===== config.mk =====
export PLATFORM = sky130hd
export DESIGN_NAME = sdin_line_steer
export DESIGN_NICKNAME = d
export VERILOG_FILES = /design/src/rtl/sdin_steer_pkg.sv /design/src/rtl/sdin_steer_cfg.sv /design/src/rtl/sdin_steer_pair.sv /design/src/rtl/sdin_steer_rdtrack.sv /design/src/rtl/sdin_line_steer.sv
export SDC_FILE = /design/constraint.sdc
export NUM_CORES = 1
export LEC_CHECK = 0
export BUFFER_PORTS_ARGS = -buffer_cell sky130_fd_sc_hd__buf_2
export CORE_ASPECT_RATIO = 0.8
export CORE_MARGIN = 1.5
export CORE_UTILIZATION = 45
export DETAILED_ROUTE_END_ITERATION = 12
export MAX_ROUTING_LAYER = met4
export PLACE_DENSITY = 0.7
export SKIP_LAST_GASP = 1
export SLEW_MARGIN = 0
export SYNTH_ARGS = -nofsm -noshare
export SYNTH_HDL_FRONTEND = slang
export SYNTH_HIERARCHICAL = 1
export SYNTH_SLANG_ARGS = --single-unit
export TNS_END_PERCENT = 30

===== constraint.sdc =====
create_clock -name clk -period 1.5 [get_ports clk]
set_input_delay 0.225 -clock clk [delete_from_list [all_inputs] [get_ports clk]]
set_output_delay 0.225 -clock clk [all_outputs]
set_load 0.03 [all_outputs]

===== src/rtl/sdin_steer_pkg.sv =====
`timescale 1ns/1ps
package sdin_steer_pkg;
  localparam int SEL_W     = 2;
  localparam int NUM_PAIRS = 2;
  localparam int CFG_W     = 1 + NUM_PAIRS * SEL_W;

  typedef logic [SEL_W-1:0] line_sel_t;
  localparam line_sel_t SEL_RSVD = '1;

  // Field order follows register bits 7:3.
  typedef struct packed {
    line_sel_t sel_b;
    line_sel_t sel_a;
    logic      steer;
  } steer_cfg_t;
endpackage


===== src/rtl/sdin_steer_cfg.sv =====
`timescale 1ns/1ps
module sdin_steer_cfg
  import sdin_steer_pkg::*;
(
  input  logic       clk,
  input  logic       rst,
  input  logic       frame_sync,
  input  logic       we,
  input  steer_cfg_t wcfg,
  output steer_cfg_t shadow_o,
  output steer_cfg_t eff_o,
  output logic       locked_o
);
  steer_cfg_t shadow_q;
  steer_cfg_t active_q;
  logic       locked_q;

  always_ff @(posedge clk) begin
    if (rst) begin
      shadow_q <= '0;
      active_q <= '0;
      locked_q <= 1'b0;
    end else begin
      if (we)
        shadow_q <= wcfg;
      if (frame_sync) begin
        active_q <= shadow_q;
        locked_q <= 1'b1;
      end
    end
  end

  // The bit carried in the sync clock already belongs to the new frame.
  assign eff_o    = frame_sync ? shadow_q : active_q;
  assign locked_o = locked_q | frame_sync;
  assign shadow_o = shadow_q;


  cfg_hold_chk: assert property (@(posedge clk) disable iff (rst)
    !frame_sync |=> eff_o == $past(eff_o) || frame_sync);
endmodule


===== src/rtl/sdin_steer_pair.sv =====
`timescale 1ns/1ps
module sdin_steer_pair
  import sdin_steer_pkg::*;
#(
  parameter int NUM_LINES = 3,
  parameter int ENG_PER   = 2,
  parameter bit PRIMARY   = 1'b1
) (
  input  logic               clk,
  input  logic               rst,
  input  logic [NUM_LINES-1:0] lines_i,
  input  logic               steer_i,
  input  line_sel_t          sel_i,
  input  logic               locked_i,
  output logic [ENG_PER-1:0] data_o,
  output logic [ENG_PER-1:0] vld_o
);
  logic bit_n;
  logic vld_n;
  logic [ENG_PER-1:0] data_q;
  logic [ENG_PER-1:0] vld_q;

  always_comb begin
    bit_n = 1'b0;
    vld_n = 1'b0;
    if (!locked_i) begin
      vld_n = 1'b0;
    end else if (!steer_i) begin
      if (PRIMARY) begin
        vld_n = 1'b1;
        bit_n = |lines_i;
      end
    end else if (int'(sel_i) < NUM_LINES) begin
      vld_n = 1'b1;
      bit_n = lines_i[sel_i];
    end
  end

  always_ff @(posedge clk) begin
    if (rst) begin
      data_q <= '0;
      vld_q  <= '0;
    end else begin
      data_q <= {ENG_PER{bit_n}};
      vld_q  <= {ENG_PER{vld_n}};
    end
  end

  assign data_o = data_q;
  assign vld_o  = vld_q;


  no_early_valid_chk: assert property (@(posedge clk) disable iff (rst)
    !locked_i |=> vld_q == '0);


  rsvd_idle_chk: assert property (@(posedge clk) disable iff (rst)
    (steer_i && sel_i == SEL_RSVD) |=> (vld_q == '0 && data_q == '0));

  generate
    if (PRIMARY) begin : g_pri

      or_merge_chk: assert property (@(posedge clk) disable iff (rst)
        (locked_i && !steer_i) |=> (data_q == {ENG_PER{|$past(lines_i)}} && vld_q == '1));
    end else begin : g_sec

      sec_off_chk: assert property (@(posedge clk) disable iff (rst)
        !steer_i |=> (vld_q == '0 && data_q == '0));
    end
  endgenerate
endmodule


===== src/rtl/sdin_steer_rdtrack.sv =====
`timescale 1ns/1ps
module sdin_steer_rdtrack
  import sdin_steer_pkg::*;
#(
  parameter int NUM_LINES = 3,
  parameter int TAG_BITS  = 3
) (
  input  logic                 clk,
  input  logic                 rst,
  input  logic                 frame_sync,
  input  logic                 rd_pending,
  input  logic [NUM_LINES-1:0] lines_i,
  output line_sel_t            ldi_o
);
  localparam int POS_W = $clog2(TAG_BITS + 1);
  localparam logic [POS_W-1:0] LAST = POS_W'(TAG_BITS - 1);
  localparam logic [POS_W-1:0] DONE = POS_W'(TAG_BITS);

  logic [POS_W-1:0]    pos_q;
  logic [POS_W-1:0]    cur_idx;
  logic [TAG_BITS-1:0] tag_q [NUM_LINES];
  logic                full_q;
  line_sel_t           ldi_q;
  line_sel_t           hit_idx;
  logic                hit_any;

  assign cur_idx = frame_sync ? '0 : pos_q;

  // Lowest-numbered responding line has priority.
  always_comb begin
    hit_idx = '0;
    hit_any = 1'b0;
    for (int l = NUM_LINES - 1; l >= 0; l--) begin
      if (&tag_q[l]) begin
        hit_idx = SEL_W'(l);
        hit_any = 1'b1;
      end
    end
  end

  always_ff @(posedge clk) begin
    if (rst) begin
      pos_q  <= DONE;
      full_q <= 1'b0;
      ldi_q  <= '0;
      for (int l = 0; l < NUM_LINES; l++) tag_q[l] <= '0;
    end else begin
      if (cur_idx < DONE) begin
        for (int l = 0; l < NUM_LINES; l++) tag_q[l][cur_idx] <= lines_i[l];
        pos_q <= cur_idx + 1'b1;
      end else begin
        pos_q <= cur_idx;
      end
      full_q <= (cur_idx == LAST) | (full_q & ~frame_sync);
      if (frame_sync && rd_pending && full_q && hit_any)
        ldi_q <= hit_idx;
    end
  end

  assign ldi_o = ldi_q;


  ldi_code_chk: assert property (@(posedge clk) disable iff (rst)
    frame_sync |=> ldi_q != SEL_RSVD);


  ldi_hold_chk: assert property (@(posedge clk) disable iff (rst)
    !(frame_sync && rd_pending) |=> $stable(ldi_q));
endmodule


===== src/rtl/sdin_line_steer.sv =====
`timescale 1ns/1ps
module sdin_line_steer
  import sdin_steer_pkg::*;
#(
  parameter int NUM_LINES = 3,
  parameter int ENG_PER   = 2,
  parameter int TAG_BITS  = 3
) (
  input  logic                           clk,
  input  logic                           rst,
  input  logic                           frame_sync,
  input  logic [NUM_LINES-1:0]           sdin,
  input  logic                           rd_pending,
  input  logic                           cfg_we,
  input  logic [7:0]                     cfg_wdata,
  output logic [7:0]                     cfg_rdata,
  output logic [NUM_PAIRS*ENG_PER-1:0]   eng_data,
  output logic [NUM_PAIRS*ENG_PER-1:0]   eng_valid
);
  steer_cfg_t shadow;
  steer_cfg_t eff;
  logic       locked;
  line_sel_t  ldi;

  sdin_steer_cfg u_cfg (
    .clk        (clk),
    .rst        (rst),
    .frame_sync (frame_sync),
    .we         (cfg_we),
    .wcfg       (steer_cfg_t'(cfg_wdata[7:8-CFG_W])),
    .shadow_o   (shadow),
    .eff_o      (eff),
    .locked_o   (locked)
  );

  genvar p;
  generate
    for (p = 0; p < NUM_PAIRS; p++) begin : g_pair
      line_sel_t sel_p;
      if (p == 0) begin : g_a
        assign sel_p = eff.sel_a;
      end else begin : g_b
        assign sel_p = eff.sel_b;
      end
      sdin_steer_pair #(
        .NUM_LINES (NUM_LINES),
        .ENG_PER   (ENG_PER),
        .PRIMARY   (p == 0)
      ) u_pair (
        .clk      (clk),
        .rst      (rst),
        .lines_i  (sdin),
        .steer_i  (eff.steer),
        .sel_i    (sel_p),
        .locked_i (locked),
        .data_o   (eng_data[p*ENG_PER +: ENG_PER]),
        .vld_o    (eng_valid[p*ENG_PER +: ENG_PER])
      );
    end
  endgenerate

  sdin_steer_rdtrack #(
    .NUM_LINES (NUM_LINES),
    .TAG_BITS  (TAG_BITS)
  ) u_rd (
    .clk        (clk),
    .rst        (rst),
    .frame_sync (frame_sync),
    .rd_pending (rd_pending),
    .lines_i    (sdin),
    .ldi_o      (ldi)
  );

  assign cfg_rdata = {shadow, 1'b0, ldi};


  cfg_wr_back_chk: assert property (@(posedge clk) disable iff (rst)
    cfg_we |=> cfg_rdata[7:3] == $past(cfg_wdata[7:3]));


  rst_quiet_chk: assert property (@(posedge clk)
    $past(rst) |-> (eng_valid == '0 && cfg_rdata == 8'h00));
endmodule


== Word level (Yosys, flattened, before mapping) ==
Memory sizes are Yosys's and may differ from the RTL's.
Cells that the tools add are included.

* Flip-flop bits (word level): 20
* Bits in writable memories: 9
* Input port bits: 16
* Output and inout port bits: 16
* Word-level logic and storage cells: 86
* Memories kept: 1

* Add/subtract/negate cells: 1
* Order comparisons: 7
* Equal/unequal tests: 1
* Muxes and demuxes: 41
* Bitwise logic cells: 13
* Reductions and logical operators: 8

{| class="wikitable"
|+ Memory list
! name !! words !! bits a word !! read ports !! clocked after Yosys merged registers in !! wr ports !! RTL line !! RTL
|-
| u_rd.tag_q || 3 || 3 || 3 || 0 || 3 || sdin_steer_rdtrack.sv:21 || <nowiki>logic [TAG_BITS-1:0] tag_q [NUM_LINES];</nowiki>
|}

{| class="wikitable"
|+ Operator list
! kind !! count
|-
| $mux W1 || 31
|-
| $or A1 B1 Y1 || 11
|-
| $mux W2 || 5
|-
| $lt A2 B3 Y1 const B || 3
|-
| $reduce_and A3 Y1 || 3
|-
| $lt A2 B2 Y1 const B || 3
|-
| $mux W5 || 1
|-
| $bmux W1 S2 || 2
|-
| $logic_and A1 B1 Y1 || 4
|-
| $mux W3 || 1
|-
| $reduce_or A3 Y1 || 1
|-
| $add A2 B1 Y2 const B || 1
|-
| $demux W1 S2 || 1
|-
| $eq A2 B2 Y1 const B || 1
|-
| $ge A2 B1 Y1 const B || 1
|-
| $and A1 B1 Y1 || 1
|-
| $not A1 Y1 || 1
|}

== Longest topological paths before layout ==
* Word-level depth: 7
* Depth in mapped cells: 4
* Mapped depth without buffers: 4

== Cells and area by module ==
Netlist, hierarchy kept.

{| class="wikitable"
|+ By module, submodules not included
! module !! instances !! cells an instance !! area an instance (sq um) !! sequential area each (sq um)
|-
| sdin_steer_rdtrack || 1 || 41 || 533.0 || 370.4
|-
| sdin_steer_cfg || 1 || 35 || 436.7 || 220.2
|-
| sdin_steer_pair (g_pair[0].u_pair) || 1 || 14 || 112.6 || 40.0
|-
| sdin_steer_pair (g_pair[1].u_pair) || 1 || 10 || 96.3 || 40.0
|-
| sdin_line_steer || 1 || 2 || 11.3 || 0.0
|}

== Worst setup path before layout ==
OpenSTA, ideal clock, no wires.

* Path kind: register to register
* Start point: register u_cfg.shadow_q (netlist bit u_cfg/shadow_o[1])
* End point: register, netlist name g_pair[0].u_pair/data_o[0]
* Setup time: 0.119 ns
* Arrival: 1.163 ns
* Required time: 1.381 ns
* Path slack: 0.218 ns
* Cell stages (with the launch flop): 5
* Path buffers: 0
* Clock period less this slack: 1.282 ns
* Cell sequence: dfxtp_1 > mux2_2 > nor3_1 > a21oi_1 > o221a_2

{| class="wikitable"
|+ RTL lines
! what !! RTL line !! RTL
|-
| from (decl) || sdin_steer_cfg.sv:14 || <nowiki>steer_cfg_t shadow_q;</nowiki>
|-
| from (signal assigned) || sdin_steer_cfg.sv:25 || <nowiki>shadow_q <= wcfg;</nowiki>
|}

==> results.toml <==
[die]
site_rows = 16
ios = 32
chip_height_um = 49.0
core_um2 = 2480
chipWidth_um = 60.5
initial_core_util_pct = 47.9
design.die.area_um2 = 2960

[worst_setup_path]
worst-endpoint-required_ns = 1.71
crit_slowest_cell = "dfxtp_1"
startpoint_type = "flop"
timing.setup.critical_path_class = "reg -> reg"
cp_num_buf_inv = 0
critical_path.max_fanout = 4
critical_path.top_delay_family = "flip-flops"
crit_path_end_kind = "flop"
critical_path.cell_chain = "mux2_2 -> nor3_1 -> a21oi_1 -> o221a_2"
critPathMaxStageDelay_ns = 0.33
cp_data_arrival_time_ns = 1.41

[yosys]
leading_register_cell_type_out_of_synthesis = "dfxtp_1"
syn-instance-count = 102
synthesis.yosys.warnings = 6
syn_avg_cell_area_um2 = 11.7
synth_seq_area_share_pct = 56.4
yosys-top-cells-area = "dfxtp_1 (34%), edfxtp_1 (23%), nor2b_4 (5.8%)"
netlist-cell-type-count = 29
post_synth_instance_area_um2 = 1190
synth_edf_count = 9
netlist.top_cell.by_area = "dfxtp_1"
postSynthNetCount = 118
flip_flop_and_latch_count_after_synthesis = 29
synth_largest_type_area_fraction_pct = 33.6
synthArstFlopShare_pct = 0

[drt]
dr.pass1.iters = 4
final_antenna_net_count = 0
wl_per_instance_um = 12.0
via_count = 808
drcViolationCount = 0
detail_route.wirelength_mm = 2.04
drtIter0Drc = 29
post_drt_via_cell_ratio = 4.78

[final_layout]
finish.net_count = 148
fillCellCount = 230
most_common_cell_after_layout_fill_and_taps_aside = "buf_2"
most-common-layout-cells = "buf_2 (27), dfxtp_1 (20), nor2_1 (9), edfxtp_1 (9), mux2i_1 (6)"
drive_above_1_share_pct = 37.6
antenna-diode-count = 0
syn_to_final_growth_pct = 18.0

[power]
power.share.clock_pct = 31.0
switchingPower_mw = 0.371
peak_supply_drop_mv = 0.627
power_switching_share_pct = 24.3
power_frac_seq_pct = 56.8
p_per_area_nw_per_um2 = 1090
power.static_leakage_nw = 0.595
cell_internal_pwr_mw = 1.16
power_frac_comb_pct = 12.2

[cts]
clk-insertion-delay-late_ns = 0.31
holdBufCountCts = 0
cts.htree.levels = 2
cts.clk_slew.worst_paths_ns = 0.08
numCtsBuffers = 5
count_of_instances_resized_after_the_clock_tree_is_built = 0
clock_tree_from_tritoncts = "built"
clock-sinks = 29
max-clock-path-buffers = 2
postCtsSetupBuffers = 0
cts_root_buffer = "clkbuf_4"

[global_route]
initial_antenna_violation_count = 0
grt_pass1_vias = 721
grt_max_degree = 14
global_route.overflow_total = 0
grt.total_usage_pct = 15.9
wire_length_of_the_first_global_routing_pass_mm = 3.23

[sta]
final_hold_violations = 0
pins_over_their_slew_limit = 0
maxClockFrequency_ghz = 0.836
worst_slew_margin_rel_pct = 64.1
finalCritPeriodShare_pct = 79.7
worst_clock_skew_ns = 0.00573
setup_viol_count_final = 0
rsz0062_at_grt = "no"
max_slew.worst_pin.slew_ns = 0.533
fin_worst_setup_slack_ns = 0.304
final.min_clock_period_ns = 1.20
tns_ns = 0

[status]
run_status = "complete, no violations"

[worst_hold_path]
hold_path.class = "in -> reg"

[place]
dp_slack_ns = 0.105
gp_congestion = 0.725
portBuffers = 27
post-dp-hpwl_mm = 1.50

[run]
max_cap_viol_count = 0
[per-layer routing]
metal | part of all wire (%) | track usage, % | up-vias
met5 | 0 | - | -
met4 | 1.6 | 5.43 | 0
met3 | 5.4 | 7.16 | 5
met2 | 47 | 23.6 | 23
met1 | 46 | 19.2 | 372
li1 | - | - | 408
[state kept, by name, summed over array words and instances, names as in the netlist]
register,count
g_pair.u_pair/data_o,2
g_pair.u_pair/vld_o,2
u_cfg/active_q,5
u_cfg/locked_q,1
u_cfg/shadow_o,5
u_rd/full_q,1
u_rd/ldi_o,2
u_rd/pos_q,2
u_rd/tag_q,9
[worst paths after layout]
kind	end	from	slack, ns	depth (start not counted)
max	g_pair[0].u_pair/data_o[0]	u_cfg/shadow_o[1]	0.30	4
min	u_cfg/shadow_o[1]	cfg_wdata[4]	0.16	3
max reg2reg	g_pair[0].u_pair/data_o[0]	u_cfg/shadow_o[1]	0.30	4
min reg2reg	u_rd/ldi_o[0]	u_rd/ldi_o[0]	0.48	2
[cells in the mapped netlist, types with 2 or more instances]
cell,count
nor2b_1,2
o21ai_0,2
dfxtp_1,20
and2_1,4
buf_2,2
mux2_2,5
buf_4,5
nand3_1,4
nand2b_1,3
a21oi_1,5
nor2_1,9
mux2i_1,6
nor2b_4,5
inv_1,3
nor3_1,2
nand3b_1,2
edfxtp_1,9
o21bai_1,3
[tightest hold or removal path, cell delays in order]
cell and delay [ns]:
buf_2 0.07, mux2i_1 0.06, nor2_1 0.08
[layout make-up]
type	count	area, um2	share of cell area (%)
Sequential cell	29	671	47.8
Inverter	3	11.3	0.802
Multi-Input combinational cell	63	460	32.8
Tap cell	36	45.0	3.21
Clock buffer	8	58.8	4.19
Timing Repair Buffer	30	158	11.2
[per-stage QoR]
step | hold WS (ns) | std cells | cell area, um2 | total power, mW | utilization [%]
finish | 0.155 | 169 | 1400 | 1.53 | 56.6
global route | 0.152 | 169 | 1400 | 1.60 | 56.6
CTS | 0.144 | 169 | 1400 | 1.55 | 56.6
detailed placement | 0.464 | 161 | 1350 | 1.07 | 54.2
global placement | 0.460 | 161 | 1350 | 1.07 | 54.2
floorplan | 0.297 | 102 | 1190 | 1.01 | -
[cell families after synthesis]
logic type             count (synthesis)  share of synthesized area (%)
DFF                                   29                           56.4
other                                  1                          0.315
AOI/OAI and AO/OA                     15                           8.41
and+or+nand+nor                       36                           20.2
muxes                                 11                           9.78
buffers and inverters                 10                           4.94
[power by group through the flow]
| stage | logic (mW) | registers (mW) | clock network (mW) |
|---|---|---|---|
| floorplan | 0.106 | 0.908 | 0 |
| finish | 0.186 | 0.867 | 0.474 |
| CTS | 0.187 | 0.867 | 0.492 |
| detailed placement | 0.186 | 0.885 | 0 |
| global placement | 0.183 | 0.882 | 0 |
| global route | 0.201 | 0.872 | 0.528 |
No activity file was read; power rests on OpenSTA's default activity.
